File: src/rtl/mux_port_ctl.sv
module mux_port_ctl #(
  parameter int WIDTH       = 8,
  parameter int PULL_CYCLES = 75
) (
  input  logic             clk,
  input  logic             rst_n,
  input  logic             wr_en,
  input  logic             wr_addr,
  input  logic [WIDTH-1:0] wr_data,
  input  logic [1:0]       rd_addr,
  output logic [WIDTH-1:0] rd_data,
  input  logic [WIDTH-1:0] bus_data,
  input  logic             bus_oe,
  input  logic [WIDTH-1:0] pin_in,
  output logic [WIDTH-1:0] drv_hi,
  output logic [WIDTH-1:0] drv_lo,
  output logic [WIDTH-1:0] pu_weak,
  output logic             pu_med
);
  localparam int CW = $clog2(PULL_CYCLES + 1);

  logic [WIDTH-1:0] out_q, sync1_q, sync2_q;
  logic             io_sel_q, push_q;
  logic [CW-1:0]    pull_cnt_q;
  logic [1:0]       settle_q;
  logic [WIDTH-1:0] hi_raw, lo_raw;

  always_ff @(posedge clk or negedge rst_n) begin
    if (!rst_n) begin
      out_q    <= '1;
      io_sel_q <= 1'b1;
      push_q   <= 1'b0;
    end else if (wr_en) begin
      if (wr_addr) begin
        io_sel_q <= wr_data[0];
        push_q   <= wr_data[1];
      end else begin
        out_q <= wr_data;
      end
    end
  end

  always_ff @(posedge clk or negedge rst_n) begin
    if (!rst_n) begin
      sync1_q  <= '0;
      sync2_q  <= '0;
      settle_q <= '0;
    end else begin
      sync1_q <= pin_in;
      sync2_q <= sync1_q;
      if (settle_q != 2'd3) settle_q <= settle_q + 2'd1;
    end
  end

  always_ff @(posedge clk or negedge rst_n) begin
    if (!rst_n) pull_cnt_q <= CW'(PULL_CYCLES);
    else if (pull_cnt_q != '0) pull_cnt_q <= pull_cnt_q - CW'(1);
  end

  assign hi_raw = io_sel_q ? (out_q & {WIDTH{push_q}}) : (bus_data & {WIDTH{bus_oe}});
  assign lo_raw = io_sel_q ? ~out_q : (~bus_data & {WIDTH{bus_oe}});

  assign drv_hi  = hi_raw & {WIDTH{rst_n}};
  assign drv_lo  = lo_raw & {WIDTH{rst_n}};
  assign pu_weak = {WIDTH{~rst_n}};
  assign pu_med  = rst_n && (pull_cnt_q != '0);

  always_comb begin
    case (rd_addr)
      2'd0:    rd_data = sync2_q;
      2'd1:    rd_data = out_q;
      2'd2:    rd_data = {{(WIDTH-2){1'b0}}, push_q, io_sel_q};
      default: rd_data = '0;
    endcase
  end

  always_comb begin
    if (!rst_n) begin
      assert_reset_hold_R1: assert (drv_hi == '0 && drv_lo == '0 && pu_weak == '1);
    end
  end

  assert_no_contention_R7: assert property (@(posedge clk) disable iff (!rst_n)
    (drv_hi & drv_lo) == '0);

  assert_open_drain_hi_off_R6: assert property (@(posedge clk) disable iff (!rst_n)
    (io_sel_q && !push_q) |-> drv_hi == '0);

  assert_sync_latency_R8: assert property (@(posedge clk) disable iff (!rst_n)
    (settle_q >= 2'd2) |-> sync2_q == $past(pin_in, 2));

  assert_med_stays_off_R9: assert property (@(posedge clk) disable iff (!rst_n)
    !pu_med |=> !pu_med);
endmodule

File: config.mk
export PLATFORM = sky130hd
export DESIGN_NAME = mux_port_ctl
export DESIGN_NICKNAME = d
export VERILOG_FILES = /design/src/rtl/mux_port_ctl.sv
export SDC_FILE = /design/constraint.sdc
export NUM_CORES = 1
export LEC_CHECK = 0
export ABC_AREA = 1
export CAP_MARGIN = 15
export CORE_ASPECT_RATIO = 1.75
export CORE_UTILIZATION = 39
export CTS_BUF_LIST = sky130_fd_sc_hd__clkbuf_16
export CTS_CLUSTER_DIAMETER = 150
export CTS_CLUSTER_SIZE = 28
export DETAILED_ROUTE_END_ITERATION = 8
export GPL_TIMING_DRIVEN = 1
export PLACE_DENSITY = 0.75
export SYNTH_ARGS = -nofsm -noshare
export SYNTH_HDL_FRONTEND = slang
export SYNTH_SLANG_ARGS = --single-unit
export TNS_END_PERCENT = 5
File: constraint.sdc
create_clock -name clk -period 1.2 [get_ports clk]
set_clock_uncertainty 0.1 [all_clocks]
set_input_delay 0.18 -clock clk [delete_from_list [all_inputs] [get_ports clk]]
set_output_delay 0.18 -clock clk [all_outputs]
set_load 0.02 [all_outputs]
==> results of run 1 <==
==> synth_stat cells (2+ instances only) <==
cell type | number | area (um2)
nand3_1 | 12 | 60.1
nand4_1 | 2 | 12.5
buf_4 | 8 | 60.1
nor2_1 | 37 | 139
inv_2 | 5 | 18.8
o21ai_1 | 16 | 80.1
dfstp_2 | 13 | 342
nand2_1 | 42 | 158
ha_1 | 2 | 25.0
inv_1 | 19 | 71.3
nor2_2 | 3 | 18.8
a21oi_1 | 15 | 75.1
dfrtp_1 | 20 | 500
buf_6 | 2 | 22.5
o211ai_1 | 2 | 15.0
a21oi_2 | 3 | 26.3
==> power groups by stage <==
stage	sequential (uW)	clock (uW)	combinational, uW
finish	1270	1440	854
global route	1280	1520	915
CTS	1260	1470	809
detailed placement	1270	0	799
global placement	1270	0	786
floorplan	1270	0	354
==> worst max-delay path, stage by stage, from the launching register on <==
cell and delay (ns):
dfstp_2 0.63, buf_6 0.16, o21ai_1 0.09, a21oi_1 0.14, buf_4 0.16
==> how the worst min path moves through the flow <==
| stage | end | startpoint | depth (start not counted) |
|---|---|---|---|
| floorplan | pull_cnt_q[2]$_DFFE_PN0P_ | rst_n | 0 |
| global placement | pull_cnt_q[4]$_DFFE_PN0P_ | rst_n | 2 |
| detailed placement | pull_cnt_q[4]$_DFFE_PN0P_ | rst_n | 2 |
| CTS | sync1_q[4]$_DFF_PN0_ | pin_in[4] | 1 |
| global route | pull_cnt_q[2]$_DFFE_PN0P_ | rst_n | 3 |
| finish | pull_cnt_q[2]$_DFFE_PN0P_ | rst_n | 3 |
==> flip-flops by register name, summed over array words and instances, names as in the netlist <==
register    count
sync2_q         8
out_q           8
sync1_q         8
pull_cnt_q      7
io_sel_q        1
push_q          1
==> stage by stage <==
step	power, uW	util	hold WS (ns)	setup TNS, ns	instances
after detailed placement	2070	0.648	0.0116	-23.23	351
final	3570	0.721	-0.00189	-11.17	365
after floorplan	1630	-	-0.216	-2.30	207
after global routing	3710	0.721	0.0165	-12.57	365
after global placement	2060	0.648	0.0106	-22.46	351
after CTS	3540	0.701	0.236	-10.90	363
==> per-layer routing <==
layer | vias to the layer above | part of all wire
met5 | - | 0
met4 | 0 | 0.035
met3 | 13 | 0.046
met2 | 72 | 0.56
met1 | 814 | 0.36
li1 | 871 | -
==> area by class of cell <==
cell class,instances,area [um2],share of cell area
inverter,25,96.3,0.0325
sequential,33,842,0.284
multi-input combinational,138,783,0.264
timing repair buffer,112,1010,0.340
tap,49,61.3,0.0207
clock buffer,5,125,0.0422
clock inverter,3,46.3,0.0156
==> cells by family after synthesis <==
group / count (synthesis)
xor+xnor: 1
fa+ha+maj: 2
flops: 33
buf+inv: 36
compound gates: 36
simple gates: 99
==> timing repair <==
| action | CTS | global route |
|---|---|---|
| pin swaps | 12 | 6 |
| hold buffers | 1 | 1 |
| resized for setup | 158 | 20 |
| setup endpoints to repair | 40 | 33 |
| endpoints found under the hold margin | 22 | 1 |
| setup buffers | 3 | 1 |
==> layout by cell type, fill, tap and decap left out, drive strengths merged <==
master / Yosys / layout
bufinv: 0 / 1
clkdlybuf4s50: 0 / 27
nor2: 40 / 40
clkbuf: 0 / 5
dlygate4sd2: 0 / 9
nand3: 13 / 13
clkinv: 1 / 2
clkdlybuf4s15: 0 / 1
ha: 2 / 2
nand2: 44 / 44
dfrtp: 20 / 20
dlymetal6s4s: 0 / 1
dfstp: 13 / 13
clkinvlp: 0 / 1
o21ai: 16 / 16
xnor2: 1 / 1
buf: 11 / 73
o211ai: 2 / 2
nand4: 2 / 2
dlygate4sd3: 0 / 1
inv: 24 / 24
a21oi: 18 / 18
==> run_results.csv, run 1 <==
group,metric,value,unit
outcome,status,"finished with violations",
outcome,violations,"hold timing, setup timing",
cts,cts.sinks,33,
power_and_ir_drop,p_int,2620,uW
routing,vias_per_cell,4.85,
cts,cts_inserted_buffers,5,
setup_path,cp-endpoint,"drv_lo[7]",
yosys,synth_compound_area_frac,0.118,
setup_path,startpoint,"io_sel_q$_DFFE_PN1P_",
global_routing,use_met2,0.432,
placed_design,dpl_cell_area,2670,um2
setup_path,worstPathRequired,0.92,ns
cts,cts_tree,"built",
die,die_w,51.5,um
yosys,yosys_warnings,0,
power_and_ir_drop,pwr_density_cell,1200,nW/um2
cts,cts-root-buf,"clkbuf_16",
routing,first_pass_iters,4,
routing,wl_per_cell,13.1,um
setup_path,r2r_end,"pull_cnt_q[6]$_DFFE_PN1P_",
power_and_ir_drop,netSwitchingFraction,0.266,
setup_path,r2r_slack,-0.12,ns
cts,path_clk_slew,0.05,ns
setup_path,crit_arrival,1.46,ns
routing,postRouteWirelength,4770,um
yosys,synth_xor_xnor_area_share,0.00525,
sta,slew_violations,0,
yosys,synth_fa_ha_area_frac,0.0150,
setup_path,worstSetupPathType,"flop to primary output",
power_and_ir_drop,p_leak,0.00145,uW
yosys,async_reset_ff_frac,1.00,
sta,setup_viol,32,
routing,vias,1770,
global_routing,grt_pass1_vias,1776,
die,die_y,88.5,um
yosys,ys_types,22,
layout,n_fill_cell,314,
setup_path,crit_fanout,7,
yosys,synth_top_family_by_area,"simple AND/OR/NAND/NOR gates",
setup_path,end_kind,"primary output",
die,rows,31,
sta,hold_slack,-0.00189,ns
layout,fin_area,2960,um2
routing,drtIter0Drc,28,
flow_run,maxCapViolations,0,
yosys,avgSynthCellArea,8.06,um2
global_routing,met1_usage,0.226,
power_and_ir_drop,seqPwrFrac,0.356,
sta,finalCritPeriodShare,1.45,
yosys,yosys.area_share.simple,0.249,
global_routing,grt_pass1_wl,7690,um
layout,area_growth,77.5,%
sta,final-hold-violation-count,1,
routing,drc_errors,0,
global_routing,top_usage_layer,"met2",
placed_design,gp_congestion,0.861,
yosys,syn-num-nets,240,
sta,fin_crit,1.74,ns
power_and_ir_drop,pwr-share-comb,0.239,
sta,tightest_slew,0.299,ns
global_routing,grt_max_degree,26,
die,core-area,4110,um2
placed_design,io_buffers,63,
yosys,yosysSeqAreaShare,0.504,
global_routing,antenna_found_initial,0,
layout,layout.nets,348,
sta,clock.fmax,575,MHz
global_routing,grt_use_met3,0.0515,
sta,worst_slack,-0.539,ns
layout,diodes,0,
die,num_io_pins,64,
layout,drive_above_1_share,0.453,
placed_design,dp_slack,-0.833,ns
yosys,syn-cell-area,1670,um2
sta,rsz0062_at_grt,"true",
global_routing,grt_overflow_total,0,
hold_path,hold_path.class,"input port to async pin",
placed_design,dp_hpwl,3450,um
setup_path,cp-start-kind,"flop",
yosys,synthCells,207,
cts,clock_path_buffers,2,
yosys,synth_edf_count,0,
die,dieArea,4560,um2
setup_path,reg2regPathDepth,8,
yosys,synth_top_flop_cell,"dfrtp_1",
power_and_ir_drop,p_sw,948,uW
sta,slew_headroom,0.801,
routing,ant_nets,0,
cts,htreeDepth,2,
cts,worstSkewPairLatency,0.28,ns
setup_path,r2r-start,"pull_cnt_q[1]$_DFFE_PN1P_",
yosys,synth.mux.area_fraction,0,
power_and_ir_drop,pwr-share-clk,0.405,
power_and_ir_drop,irDropWorstVdd,0.00170,V
die,initial_utilization,0.406,
yosys,ys_ff_latch,33,
global_routing,grtUsageTotal,0.231,
Power figures use the tool's default switching activity.
==> run 2, diff against run 1 <==
--- a/config.mk
+++ b/config.mk
@@ -8,13 +8,13 @@
 export ABC_AREA = 1
 export CAP_MARGIN = 15
 export CORE_ASPECT_RATIO = 1.75
-export CORE_UTILIZATION = 39
+export CORE_UTILIZATION = 43
 export CTS_BUF_LIST = sky130_fd_sc_hd__clkbuf_16
 export CTS_CLUSTER_DIAMETER = 150
 export CTS_CLUSTER_SIZE = 28
 export DETAILED_ROUTE_END_ITERATION = 8
 export GPL_TIMING_DRIVEN = 1
-export PLACE_DENSITY = 0.75
+export PLACE_DENSITY = 0.79
 export SYNTH_ARGS = -nofsm -noshare
 export SYNTH_HDL_FRONTEND = slang
 export SYNTH_SLANG_ARGS = --single-unit
==> constraint.sdc (replaced) <==
create_clock -name clk -period 2 [get_ports clk]
set_clock_uncertainty 0.1 [all_clocks]
set_input_delay 0.3 -clock clk [delete_from_list [all_inputs] [get_ports clk]]
set_output_delay 0.3 -clock clk [all_outputs]
set_load 0.02 [all_outputs]
==> run 2 against run 1 <==
Critical path depth is 1 higher; via count is 7.7% lower; non-clock buffer count is 27 lower; wire length is 11% lower; critical endpoint is now rd_data[7]; flip-flop and latch count stayed put; register-to-register slack better by 0.63 ns; the flow now finishes without violations; clock-buffer cell count stayed put; final area is 15% lower; first-iteration DRC count is 71% higher; largest power group is now sequential cells; critical path type is now input port to primary output; combinational power is 55% lower.
==> run_results.csv, run 2 (synthesis results as in run 1) <==
group,metric,value,unit
outcome,status,"complete, no violations",
placed_design,dpl_cell_area,2430,um2
sta,slew_violations,0,
power_and_ir_drop,irDropWorstVdd,0.000682,V
setup_path,crit_arrival,1.52,ns
setup_path,cp-start-kind,"input port",
power_and_ir_drop,p_leak,0.00125,uW
layout,diodes,0,
routing,wl_per_cell,12.7,um
global_routing,grt_pass1_wl,7050,um
routing,postRouteWirelength,4260,um
setup_path,cp_top_family,"buffers and inverters",
layout,n_fill_cell,312,
routing,vias_per_cell,4.87,
cts,cts_tree,"built",
setup_path,worstSetupPathType,"input port to primary output",
hold_path,hold_path.class,"input port to async pin",
placed_design,io_buffers,63,
setup_path,critPathBufInv,2,
sta,tightest_slew,0.484,ns
setup_path,worstPathRequired,1.60,ns
sta,setup_viol,0,
die,dieArea,4140,um2
setup_path,slowest_delay,0.48,ns
die,core-area,3660,um2
cts,cts.sinks,33,
layout,drive_above_1_share,0.263,
flow_run,maxCapViolations,0,
layout,top_regs,"out_q (8), sync1_q (8), sync2_q (8)",
sta,final-hold-violation-count,0,
layout,fin_area,2510,um2
cts,clock_path_buffers,2,
layout,ff_latch_area,842,um2
cts,htreeDepth,2,
routing,drtIter0Drc,48,
routing,first_pass_iters,4,
setup_path,crit_chain,"clkdlybuf4s50_1 > nor2_4 > nand2_1 > o21ai_1 > dlygate4sd2_1",
die,die_w,49.1,um
power_and_ir_drop,total_power,1880,uW
sta,slew_headroom,0.677,
sta,clock.fmax,520,MHz
routing,wl_met1,1580,um
global_routing,grt_pass1_vias,1606,
global_routing,antenna_found_initial,0,
global_routing,grtUsageTotal,0.227,
global_routing,grt_max_degree,20,
placed_design,gp_congestion,0.802,
layout,final_cell_mix,"41 x nand2_1, 37 x nor2_1, 36 x clkdlybuf4s50_1",
cts,worstSkewPairLatency,0.28,ns
setup_path,end_kind,"primary output",
routing,vias,1633,
die,num_io_pins,64,
sta,rsz0062_at_grt,"false",
layout,final_common_cell,"nand2_1",
power_and_ir_drop,pwr_density_cell,748,nW/um2
cts,path_clk_slew,0.05,ns
setup_path,crit_fanout,8,
cts,cts-root-buf,"clkbuf_16",
layout,layout.nets,321,
routing,highest_layer,"met4",
setup_path,slowest_stage,"clkdlybuf4s50_1",
cts,cts_inserted_buffers,5,
global_routing,grt_overflow_total,0,
routing,ant_nets,0,
die,initial_utilization,0.455,
sta,fin_crit,1.92,ns
routing,wl_met3,202,um
layout,area_growth,50.5,%
die,rows,29,
layout,multi_input_area,653,um2
placed_design,dp_hpwl,3080,um
die,die_y,84.4,um
sta,finalCritPeriodShare,0.961,
routing,wl_met2,2340,um
routing,drc_errors,0,
-- run 2: path summary, 6_finish.rpt --
kind,startpoint,to,slack (ns),cells past startpoint
min in group clk,sync1_q[0]$_DFF_PN0_,sync2_q[0]$_DFF_PN0_,0.24,0
worst max register to register,pull_cnt_q[0]$_DFFE_PN1P_,pull_cnt_q[4]$_DFFE_PN0P_,0.51,7
worst max-delay path,rd_addr[1],rd_data[7],0.08,5
worst min register to register,sync1_q[0]$_DFF_PN0_,sync2_q[0]$_DFF_PN0_,0.24,0
max in group asynchronous,rst_n,pull_cnt_q[5]$_DFFE_PN0P_,1.12,3
worst min-delay path,rst_n,out_q[6]$_DFFE_PN1P_,0.05,2
-- run 2: worst reg2reg max path, delay by kind of cell (launching register included) --
kind | cells | cell delay (ns)
adders and majority gates | 1 | 0.25
buffers and inverters | 2 | 0.18
DFF | 1 | 0.53
and+or+nand+nor | 4 | 0.33
-- run 2: area by class of cell --
type | instances | share of cell area
Inverter | 25 | 0.0374
Clock buffer | 5 | 0.0498
Timing Repair Buffer | 85 | 0.288
Multi-Input combinational cell | 138 | 0.260
Tap cell | 46 | 0.0229
Clock inverter | 3 | 0.00697
Sequential cell | 33 | 0.335
-- run 2: what timing repair did --
item / 4_1_cts / 5_1_grt
buffers inserted: 0 / 1
setup endpoints to repair: 25 / 23
pin swaps: 0 / 0
resized for setup: 44 / 29
hold endpoints to repair: 4 / 0
hold buffers: 2 / 0
-- run 2: power breakdown --
group          switching (uW)  internal, uW  leakage (uW)
clock network             276           455     0.0000696
registers                34.1           728      0.000377
logic                     211           175      0.000802
-- run 2: layer usage --
metal,GRT usage,up-vias
met4,0.134,0
met3,0.0489,14
met5,0,-
met2,0.423,65
met1,0.219,744
li1,-,810
-- run 2: per-stage QoR --
step | util | hold slack, ns | worst slack [ns] | setup TNS, ns | std cells
CTS | 0.707 | 0.0462 | -0.00524 | -0.00524 | 334
finish | 0.686 | 0.0472 | 0.0780 | 0 | 335
global placement | 0.664 | 0.172 | -0.269 | -5.10 | 324
global route | 0.686 | 0.0550 | 0.00757 | 0 | 335
floorplan | - | -0.0956 | 0.331 | 0 | 207
detailed placement | 0.664 | 0.171 | -0.302 | -5.50 | 324
